--- src/rtl/pla_pkg.sv ---
package pla_pkg;

  typedef enum logic [1:0] {
    PLANE_AND = 2'd0,
    PLANE_OR  = 2'd1,
    PLANE_POL = 2'd2,
    PLANE_RSV = 2'd3
  } plane_e;

  function automatic int idx_w(int n);
    return (n > 1) ? $clog2(n) : 1;
  endfunction

  function automatic int max2(int a, int b);
    return (a > b) ? a : b;
  endfunction

endpackage

--- src/rtl/pla_and_plane.sv ---
module pla_and_plane #(
  parameter int N_IN   = 4,
  parameter int N_TERM = 6,
  parameter int ROW_W  = 3,
  parameter int COL_W  = 3
) (
  input  logic              clk_i,
  input  logic              rst_ni,
  input  logic              we_i,
  input  logic [ROW_W-1:0]  row_i,
  input  logic [COL_W-1:0]  col_i,
  input  logic              bit_i,
  input  logic [N_IN-1:0]   in_i,
  output logic [N_TERM-1:0] term_o
);

  localparam int N_LIT = 2 * N_IN;

  logic [N_TERM-1:0][N_LIT-1:0] cfg_q;
  logic [N_LIT-1:0]             lit;
  logic                         wr_ok;

  assign wr_ok = we_i && (int'(row_i) < N_TERM) && (int'(col_i) < N_LIT);

  always_ff @(posedge clk_i or negedge rst_ni) begin
    if (!rst_ni) begin
      cfg_q <= '1;
    end else if (wr_ok) begin
      cfg_q[row_i][col_i] <= bit_i;
    end
  end

  // even column = true literal, odd column = complement
  for (genvar v = 0; v < N_IN; v++) begin : g_lit
    assign lit[2*v]   = in_i[v];
    assign lit[2*v+1] = ~in_i[v];
  end

  for (genvar t = 0; t < N_TERM; t++) begin : g_term
    assign term_o[t] = &(~cfg_q[t] | lit);

    logic [N_IN-1:0] clash;
    for (genvar v = 0; v < N_IN; v++) begin : g_clash
      assign clash[v] = cfg_q[t][2*v] & cfg_q[t][2*v+1];
    end

    a_r2_contradiction: assert property (@(posedge clk_i) disable iff (!rst_ni)
      (|clash) |-> !term_o[t]);
  end

  a_r6_and_write: assert property (@(posedge clk_i) disable iff (!rst_ni)
    wr_ok |=> cfg_q[$past(row_i)][$past(col_i)] == $past(bit_i));

  a_r7_and_hold: assert property (@(posedge clk_i) disable iff (!rst_ni)
    !wr_ok |=> $stable(cfg_q));

endmodule

--- src/rtl/pla_or_plane.sv ---
module pla_or_plane #(
  parameter int N_TERM = 6,
  parameter int N_OUT  = 3,
  parameter int ROW_W  = 3,
  parameter int COL_W  = 3
) (
  input  logic              clk_i,
  input  logic              rst_ni,
  input  logic              conn_we_i,
  input  logic              pol_we_i,
  input  logic [ROW_W-1:0]  row_i,
  input  logic [COL_W-1:0]  col_i,
  input  logic              bit_i,
  input  logic [N_TERM-1:0] term_i,
  output logic [N_OUT-1:0]  dat_o
);

  logic [N_TERM-1:0][N_OUT-1:0] conn_q;
  logic [N_OUT-1:0]             pol_q;
  logic                         conn_ok;
  logic                         pol_ok;

  assign conn_ok = conn_we_i && (int'(row_i) < N_TERM) && (int'(col_i) < N_OUT);
  assign pol_ok  = pol_we_i && (int'(col_i) < N_OUT);

  always_ff @(posedge clk_i or negedge rst_ni) begin
    if (!rst_ni) begin
      conn_q <= '1;
      pol_q  <= '0;
    end else begin
      if (conn_ok) conn_q[row_i][col_i] <= bit_i;
      if (pol_ok)  pol_q[col_i]         <= bit_i;
    end
  end

  for (genvar k = 0; k < N_OUT; k++) begin : g_out
    logic [N_TERM-1:0] sel;
    for (genvar t = 0; t < N_TERM; t++) begin : g_sel
      assign sel[t] = conn_q[t][k];
    end
    assign dat_o[k] = (|(sel & term_i)) ^ pol_q[k];

    a_r5_empty_or: assert property (@(posedge clk_i) disable iff (!rst_ni)
      (sel == '0) |-> (dat_o[k] == pol_q[k]));
  end

  a_r6_or_write: assert property (@(posedge clk_i) disable iff (!rst_ni)
    conn_ok |=> conn_q[$past(row_i)][$past(col_i)] == $past(bit_i));

  a_r4_pol_write: assert property (@(posedge clk_i) disable iff (!rst_ni)
    pol_ok |=> pol_q[$past(col_i)] == $past(bit_i));

  a_r7_or_hold: assert property (@(posedge clk_i) disable iff (!rst_ni)
    !(conn_ok || pol_ok) |=> ($stable(conn_q) && $stable(pol_q)));

endmodule

--- src/rtl/pla_core.sv ---
module pla_core
  import pla_pkg::*;
#(
  parameter int  N_IN   = 4,
  parameter int  N_TERM = 6,
  parameter int  N_OUT  = 3,
  localparam int ROW_W  = idx_w(N_TERM),
  localparam int COL_W  = idx_w(max2(2 * N_IN, N_OUT))
) (
  input  logic             clk_i,
  input  logic             rst_ni,
  input  logic             cfg_we_i,
  input  logic [1:0]       cfg_plane_i,
  input  logic [ROW_W-1:0] cfg_row_i,
  input  logic [COL_W-1:0] cfg_col_i,
  input  logic             cfg_bit_i,
  input  logic [N_IN-1:0]  in_i,
  output logic [N_OUT-1:0] out_o
);

  plane_e            plane;
  logic              and_we;
  logic              or_we;
  logic              pol_we;
  logic [N_TERM-1:0] term;

  assign plane  = plane_e'(cfg_plane_i);
  assign and_we = cfg_we_i && (plane == PLANE_AND);
  assign or_we  = cfg_we_i && (plane == PLANE_OR);
  assign pol_we = cfg_we_i && (plane == PLANE_POL);

  pla_and_plane #(
    .N_IN   (N_IN),
    .N_TERM (N_TERM),
    .ROW_W  (ROW_W),
    .COL_W  (COL_W)
  ) u_and (
    .clk_i  (clk_i),
    .rst_ni (rst_ni),
    .we_i   (and_we),
    .row_i  (cfg_row_i),
    .col_i  (cfg_col_i),
    .bit_i  (cfg_bit_i),
    .in_i   (in_i),
    .term_o (term)
  );

  pla_or_plane #(
    .N_TERM (N_TERM),
    .N_OUT  (N_OUT),
    .ROW_W  (ROW_W),
    .COL_W  (COL_W)
  ) u_or (
    .clk_i     (clk_i),
    .rst_ni    (rst_ni),
    .conn_we_i (or_we),
    .pol_we_i  (pol_we),
    .row_i     (cfg_row_i),
    .col_i     (cfg_col_i),
    .bit_i     (cfg_bit_i),
    .term_i    (term),
    .dat_o     (out_o)
  );

  a_r1_onehot_plane: assert property (@(posedge clk_i) disable iff (!rst_ni)
    $onehot0({and_we, or_we, pol_we}));

endmodule

--- config.mk ---
export PLATFORM = sky130hd
export DESIGN_NAME = pla_core
export DESIGN_NICKNAME = d
export VERILOG_FILES = /design/src/rtl/pla_pkg.sv /design/src/rtl/pla_and_plane.sv /design/src/rtl/pla_or_plane.sv /design/src/rtl/pla_core.sv
export SDC_FILE = /design/constraint.sdc
export NUM_CORES = 1
export LEC_CHECK = 0
export CORE_ASPECT_RATIO = 0.8
export CORE_UTILIZATION = 45
export DETAILED_ROUTE_END_ITERATION = 16
export PLACE_DENSITY = 0.7
export SLEW_MARGIN = 25
export SYNTH_ARGS = -nofsm -noshare
export SYNTH_HDL_FRONTEND = slang
export SYNTH_SLANG_ARGS = --single-unit
export TNS_END_PERCENT = 20
--- constraint.sdc ---
create_clock -name clk_i -period 2.9 [get_ports clk_i]
set_clock_uncertainty 0.05 [all_clocks]
set_input_delay 0.58 -clock clk_i [delete_from_list [all_inputs] [get_ports clk_i]]
set_output_delay 0.58 -clock clk_i [all_outputs]
set_load 0.02 [all_outputs]
Word level (Yosys, flattened, before mapping)
Index checks and enable logic that the tools add are counted.
W data, S select, Z words.
{"block": "word_totals", "elab_cells": 75, "ff_bits": 69, "inputBits": 16}
{"block": "classes", "magnitude_cmp": 7, "muxes": 11, "n_eq_ne": 2, "bitwise": 22, "n_reduce_logical": 20}
{"operator": "$bwmux W48", "count": 1}
{"operator": "$not A8 Y8", "count": 6}
{"operator": "$or A8 B8 Y8", "count": 6}
{"operator": "$reduce_and A8 Y1", "count": 6}
{"operator": "$demux W8 S3", "count": 1}
{"operator": "$and A6 B6 Y6", "count": 3}
{"operator": "$bwmux W18", "count": 1}
{"operator": "$reduce_or A6 Y1", "count": 3}
{"operator": "$logic_and A1 B1 Y1", "count": 10}
{"operator": "$demux W3 S3", "count": 1}
{"operator": "$lt A3 B4 Y1 const B", "count": 2}
{"operator": "$mux W8", "count": 1}
{"operator": "$ge A3 B1 Y1 const B", "count": 2}
{"operator": "$lt A3 B3 Y1 const B", "count": 2}
{"operator": "$not A1 Y1", "count": 4}
{"operator": "$bwmux W3", "count": 1}
{"operator": "$demux W1 S3", "count": 1}
{"operator": "$lt A3 B2 Y1 const B", "count": 1}
{"operator": "$mux W3", "count": 1}
{"operator": "$xor A1 B1 Y1", "count": 3}
{"operator": "$demux W1 S2", "count": 1}
{"operator": "$eq A2 B1 Y1 const B", "count": 1}
{"operator": "$eq A2 B2 Y1 const B", "count": 1}
{"operator": "$logic_not A2 Y1", "count": 1}
{"operator": "$mux W1", "count": 2}

Depth between registers and ports, before layout
Gate-level depths: netlist of run 1.
{"block": "logic_depth", "ltp_word": 7, "mapped_depth": 6, "ltp_nobuf": 5}

Modules after synthesis
From an unflattened synthesis of run 1, not the netlist that was laid out.
{"block": "hier_totals", "hier_cells": 302, "area_unflattened_um2": 3716.1}
{"mod": "pla_and_plane", "area_each_um2": 2544.9, "n_inst": 1, "cells_per_inst": 207, "seq_area_each_um2": 1261.2}
{"mod": "pla_or_plane", "area_each_um2": 1141.1, "n_inst": 1, "cells_per_inst": 92, "seq_area_each_um2": 548.0}
{"mod": "pla_core", "area_each_um2": 30.0, "n_inst": 1, "cells_per_inst": 3, "seq_area_each_um2": 0.0}

Worst setup path before layout of run 1
OpenSTA, ideal clock, no wires.
{"block": "synth_timing", "path_kind": "input port to output port", "start": "in in_i[0]", "end": "out out_o[0]", "n_path_buf": 1, "arrival_ns": 1.703, "required_time_ns": 2.270, "setup_slack_ns": 0.567, "stages": 6, "cell_sequence": "buf_2 -> mux2i_1 -> and4_1 -> a22oi_1 -> nand3_1 -> xor2_1"}
{"block": "synth_between", "elab_chain_len": 6, "elab_cells_between_ends": 16, "cone_classes": "9 x bitwise; 7 x reduce/logical"}
{"item": "from (decl)", "line": "pla_core.sv:17", "rtl": "input logic [N_IN-1:0] in_i,"}
{"item": "$not A1 Y1", "line": "pla_and_plane.sv:36", "rtl": "assign lit[2*v+1] = ~in_i[v];"}
{"item": "$or A8 B8 Y8", "line": "pla_and_plane.sv:40", "rtl": "assign term_o[t] = &(~cfg_q[t] | lit);"}
{"item": "$reduce_and A8 Y1", "line": "pla_and_plane.sv:40"}
{"item": "$and A6 B6 Y6 (*)", "line": "pla_or_plane.sv:41", "rtl": "assign dat_o[k] = (|(sel & term_i)) ^ pol_q[k];"}
{"item": "$reduce_or A6 Y1 (*)", "line": "pla_or_plane.sv:41"}
{"item": "$xor A1 B1 Y1 (*)", "line": "pla_or_plane.sv:41"}
{"item": "to (decl)", "line": "pla_core.sv:18", "rtl": "output logic [N_OUT-1:0] out_o"}
Every way passes the cells marked *; elsewhere a longest branch is shown, timed or not.

Worst setup path in the final report of run 1
{"block": "layout_timing", "start": "in in_i[2]", "end": "out out_o[1]"}
The elaborated chain is that of the path after synthesis.

==> results.sh, run 1 <==
export IMPL_syn_num_nets=315
export IMPL_crit_path_start="in_i[2]"
export IMPL_antenna_found_initial=0
export IMPL_numPortBuffers=18
export IMPL_dpl_cell_count=420
export IMPL_synth_common_cells="dfstp_2, mux2_2, nand2_1"
export IMPL_peakVddDrop_uv=443.9
export IMPL_clk_pin_slew_ns=0.07
export IMPL_fin_crit_sh=0.9574
export IMPL_crit_type="input pin to primary output"
export IMPL_synth_top_cell_by_area="dfstp_2"
export IMPL_yosys_warnings=0
export IMPL_holdWs_ns=0.2850
export IMPL_grt_pass1_vias=2539
export IMPL_rsz0062_at_grt="false"
export IMPL_num_antenna_cells=0
export IMPL_first_pass_iters=4
export IMPL_drive_gt1_frac=0.6073
export IMPL_core_mm2=0.007602
export IMPL_crit_fanout=6
export IMPL_antenna_left=0
export IMPL_clk_path_buf_depth=2
export IMPL_r2r_start="u_and.cfg_q[40]$_DFFE_PN1P_"
export IMPL_cts_root_buf="clkbuf_8"
export IMPL_nNetsFinal=342
export IMPL_layout_area_seq_mm2=0.001809
export IMPL_cts_htree_levels=3
export IMPL_wire_per_inst_um=19.42
export IMPL_status="finished, final reports clean"
export IMPL_grt_max_degree=35
export IMPL_setup_tns_ns=0
export IMPL_synthFlopType="dfstp_2"
export IMPL_setup_violations_final=0
export IMPL_clock_latency_ns=0.34
export IMPL_syn_area_mm2=0.003617
export IMPL_seq_area_frac_synth=0.5002
export IMPL_drc=0
export IMPL_grt_usage=0.2288
export IMPL_synth_edf_count=0
export IMPL_drt_total_wl_um=8466
export IMPL_clock_sinks=69
export IMPL_worstSetupStartpointType="input pin"
export IMPL_yosysMostFrequentCell="dfstp_2"
export IMPL_final_util=0.5676
export IMPL_drt_iter0_markers=125
export IMPL_power_density_mw_per_mm2=496.0
export IMPL_rows=28
export IMPL_grt_pass1_wl_um=13770
export IMPL_max_cap_violations=0
export IMPL_area_growth_pct=19.30
export IMPL_num_vias=2389
export IMPL_dpl_hpwl_um=5929
export IMPL_crit_path_end_kind="primary output"
export IMPL_ys_ff_latch=69
export IMPL_grt_ovfl_total=0
export IMPL_ys_types=32
export IMPL_viasPerCell=5.479
export IMPL_hold_viol=0
export IMPL_max_slew_worst_pin_slew_ns=0.8212
export IMPL_clock_fmax_mhz=360.2
export IMPL_multi_input_area_mm2=0.001858
export IMPL_synth_area_top_cells="dfstp_2, mux2_2, mux2i_1"
export IMPL_post_synth_cell_area_avg_um2=12.10
export IMPL_die_area_mm2=0.008403
export IMPL_die_h_um=82.19
export IMPL_cts_tree="yes"
export IMPL_drv_slew=0
export IMPL_postCtsSetupBuffers=0
export IMPL_ys_async_sr_fraction=1.000
export IMPL_hold_path_class="input pin to async pin"
export IMPL_cts_buffers=9
export IMPL_relSlewSlack=0.4525
export IMPL_die_w_um=102.2
export IMPL_synth_top_area_share=0.4794
export IMPL_fillCellCount=652
export IMPL_p_leak_nw=1.716
export IMPL_layout_cells_non_filler=436
export IMPL_initial_utilization=0.4758
export IMPL_ios=19
export IMPL_syn_instance_count=299
export IMPL_crit_required_ns=2.27
export IMPL_fin_crit_ns=2.777
export IMPL_gp_congestion=0.8775
export IMPL_worst_ep_arrival_time_ns=2.15
-- cell families after synthesis --
logic type | count (synthesis) | share of synthesized area
buffers and inverters | 17 | 0.02179
xor gates and xnor gates | 3 | 0.007265
AOI/OAI and AO/OA | 10 | 0.02110
and+or+nand+nor | 107 | 0.1643
DFF | 69 | 0.5002
muxes | 93 | 0.2854
-- critical path, cell delays in order --
cell	delay [ns]
dlygate4sd2_1	0.26
buf_12	0.15
mux2i_4	0.18
and4_4	0.18
a22oi_1	0.26
nand3_1	0.17
xor2_1	0.20
buf_4	0.17
-- power breakdown --
part	total (mW)	leakage, nW	internal, mW	switching (mW)
sequential	1.06	0.720	1.04	0.0288
clock	0.765	0.0923	0.395	0.370
combinational	0.311	0.904	0.146	0.165
-- timing repair --
item                       4_1_cts  5_1_grt
hold buffers                     0        0
setup endpoints to repair        3        0
gates resized for setup         49        0
-- cells in the final DEF (no fill, tap or decap), types with 2 or more instances in the layout --
cell type,synthesis,routed
a22oi_1,9,7
a22oi_2,0,2
and3_1,2,2
and3b_1,2,2
and4_4,0,6
buf_12,0,4
buf_2,6,3
buf_4,2,11
buf_6,0,2
clkbuf_8,0,9
clkdlybuf4s50_1,0,9
clkinv_2,0,2
clkinvlp_4,0,2
dfrtp_1,3,3
dfstp_2,66,66
dlygate4sd2_1,0,4
mux2_1,3,3
mux2_2,62,62
mux2_4,4,4
mux2i_1,24,14
mux2i_2,0,3
mux2i_4,0,7
nand2_1,54,54
nand3_1,6,5
nand3b_1,2,2
nand4_1,2,2
nor2_1,17,17
nor2_2,2,2
nor2_4,3,3
nor4_2,2,2
xor2_1,3,3
-- final timing paths --
| check | slack [ns] | depth (start not counted) | to |
|---|---|---|---|
| setup / recovery | 0.12 | 8 | out_o[1] |
| hold / removal | 0.28 | 1 | u_or.pol_q[1]$_DFFE_PN0P_ |
| min in group clk_i | 0.48 | 1 | u_or.pol_q[2]$_DFFE_PN0P_ |
| max in group asynchronous | 1.78 | 2 | u_and.cfg_q[18]$_DFFE_PN1P_ |
| setup reg to reg | 2.08 | 1 | u_and.cfg_q[40]$_DFFE_PN1P_ |
| hold reg to reg | 0.48 | 1 | u_or.pol_q[2]$_DFFE_PN0P_ |
-- area by class of cell --
class	count	area share
multi-input combinational	213	0.4306
clock buffer	10	0.02957
sequential	69	0.4193
tap	105	0.03044
timing repair buffer	33	0.07538
clock inverter	6	0.01479
-- registers in the layout (all words and copies together) (netlist names) --
name         count
u_or.pol_q       3
u_and.cfg_q     48
u_or.conn_q     18
-- per-stage QoR --
stage | area [µm²] | total power, mW | worst slack [ns]
detailed placement | 4003 | 1.366 | -0.5774
CTS | 4315 | 2.156 | 0.1497
global route | 4315 | 2.229 | 0.06568
floorplan | 3617 | 1.229 | 0.5667
finish | 4315 | 2.140 | 0.1235
global placement | 4003 | 1.361 | -0.5441
-- per-layer routing --
layer  vias to the layer above  track usage  part of all wire
li1                       1103            -                 -
met1                      1214       0.3281              0.47
met2                        60       0.3450              0.45
met3                        12      0.05051             0.069
met4                         0      0.07286             0.014
met5                         -            0                 0
Power figures use the tool's default switching activity.
==> run 2: changes to the inputs <==
CORE_MARGIN = 2   (was not set)
CORE_UTILIZATION = 50   (was 45)
PLACE_DENSITY = 0.75   (was 0.7)
==> run 2 against run 1 <==
Critical path depth increased by 1; clock power increased by 15%; critical endpoint unchanged; total power increased by 4.5%; register-to-register slack got worse by 0.03 ns; sequential power about the same; critical path type unchanged; routed wire length decreased by 2.0%.
==> results.sh, run 2 (synthesis results as in run 1) <==
export IMPL_max_cap_violations=0
export IMPL_drive_gt1_frac=0.5964
export IMPL_fin_crit_ns=2.769
export IMPL_finalPower_mw=2.238
export IMPL_hold_path_class="input pin to async pin"
export IMPL_clock_fmax_mhz=361.2
export IMPL_num_antenna_cells=0
export IMPL_cts_buffers=9
export IMPL_peakVddDrop_uv=357.0
export IMPL_clk_path_buf_depth=2
export IMPL_drt_iter0_markers=260
export IMPL_ios=19
export IMPL_largest_register_ff_count=48
export IMPL_clock_latency_ns=0.35
export IMPL_rsz0062_at_grt="false"
export IMPL_die_h_um=80.08
export IMPL_place_area_mm2=0.003950
export IMPL_p_leak_nw=1.711
export IMPL_crit_type="input pin to primary output"
export IMPL_antenna_found_initial=0
export IMPL_gp_congestion=0.8953
export IMPL_num_vias=2448
export IMPL_dpl_cell_count=403
export IMPL_area_growth_pct=18.06
export IMPL_fin_area_mm2=0.004270
export IMPL_first_pass_iters=5
export IMPL_numPortBuffers=18
export IMPL_hold_viol=0
export IMPL_worst_ep_arrival_time_ns=2.14
export IMPL_setup_ws_ns=0.1313
export IMPL_relSlewSlack=0.5834
export IMPL_clk_pin_slew_ns=0.07
export IMPL_rows=27
export IMPL_cts_tree="yes"
export IMPL_fin_crit_sh=0.9547
export IMPL_drt_total_wl_um=8295
export IMPL_nNetsFinal=343
export IMPL_setup_tns_ns=0
export IMPL_drc=0
export IMPL_grt_ovfl_total=0
export IMPL_setup_violations_final=0
export IMPL_final_common_cell="dfstp_2"
export IMPL_die_w_um=99.10
export IMPL_power_density_mw_per_mm2=524.0
export IMPL_grt_max_degree=70
export IMPL_max_slew_worst_pin_slew_ns=0.6249
export IMPL_core_mm2=0.006959
export IMPL_status="finished, final reports clean"
export IMPL_dp_slack_ns=-0.5936
export IMPL_cts_root_buf="clkbuf_8"
export IMPL_cts_hold_buf=0
export IMPL_cts_htree_levels=3
export IMPL_viasPerCell=5.842
export IMPL_grt_pass1_vias=2374
export IMPL_layout_cells_non_filler=419
export IMPL_grt_usage=0.2225
export IMPL_antenna_left=0
export IMPL_worstSetupStartpointType="input pin"
export IMPL_fillCellCount=578
export IMPL_die_area_mm2=0.007935
export IMPL_dpl_hpwl_um=5755
export IMPL_reg_top3="u_and.cfg_q: 48 flops, u_or.conn_q: 18 flops, u_or.pol_q: 3 flops"
export IMPL_wire_per_inst_um=19.80
export IMPL_initial_utilization=0.5198
export IMPL_crit_path_end_kind="primary output"
export IMPL_final_cell_mix="dfstp_2, mux2_2, nand2_1, nor2_1, mux2i_1"
export IMPL_clock_sinks=69
export IMPL_grt_pass1_wl_um=13050
export IMPL_crit_fanout=3
export IMPL_top_register="u_and.cfg_q"
export IMPL_drv_slew=0
export IMPL_crit_required_ns=2.27
run 2: repair_timing:
item                                   CTS  global route
gates resized for setup                 43             0
setup endpoints to repair                3             0
setup buffers                            0             0
endpoints found under the hold margin    0             0
run 2: cell type report:
cell class	instances	area (µm²)	area share
repair buffers	34	304.0	0.07120
well taps	87	108.9	0.02549
clock buffers	11	141.4	0.03311
clock inverters	5	83.83	0.01963
multi-input cells	213	1823	0.4269
flip-flops and latches	69	1809	0.4237
run 2: per-layer routing:
| layer | part of all wire | routed length (µm) | vias up | track usage |
|---|---|---|---|---|
| met2 | 0.47 | 3885 | 73 | 0.3338 |
| met4 | 0.0089 | 74 | 0 | 0.05205 |
| li1 | - | - | 1104 | - |
| met1 | 0.47 | 3898 | 1265 | 0.3214 |
| met5 | 0 | 0 | - | 0 |
| met3 | 0.053 | 436 | 6 | 0.06179 |
run 2: where the power goes:
part / switching (mW) / total, mW / internal, mW / leakage (nW)
clock: 0.369 / 0.879 / 0.509 / 0.106
combinational: 0.160 / 0.295 / 0.135 / 0.885
sequential: 0.0293 / 1.06 / 1.04 / 0.720
total: 0.558 / 2.24 / 1.68 / 1.71
run 2: metrics by stage:
stage | hold WS [ns] | util
floorplan | 0.2344 | -
global placement | 0.4599 | 0.5676
detailed placement | 0.4670 | 0.5676
CTS | 0.2035 | 0.6136
global route | 0.2266 | 0.6136
finish | 0.2082 | 0.6136
run 2: final timing paths:
kind / startpoint / endpoint / slack (ns) / depth (start not counted)
min in group clk_i: u_or.pol_q[1]$_DFFE_PN0P_ / u_or.pol_q[1]$_DFFE_PN0P_ / 0.48 / 1
max in group asynchronous: rst_ni / u_and.cfg_q[18]$_DFFE_PN1P_ / 2.28 / 2
max reg2reg: u_or.pol_q[2]$_DFFE_PN0P_ / u_or.pol_q[2]$_DFFE_PN0P_ / 2.05 / 1
max: in_i[1] / out_o[1] / 0.13 / 9
min: rst_ni / u_or.pol_q[2]$_DFFE_PN0P_ / 0.21 / 2
min reg2reg: u_or.pol_q[1]$_DFFE_PN0P_ / u_or.pol_q[1]$_DFFE_PN0P_ / 0.48 / 1
run 2: critical path: stages:
cell           delay [ns]
dlygate4sd2_1        0.26
buf_6                0.13
mux2i_2              0.14
buf_4                0.14
and4_4               0.20
a22oi_1              0.17
nand3_1              0.13
xor2_1               0.20
buf_4                0.17
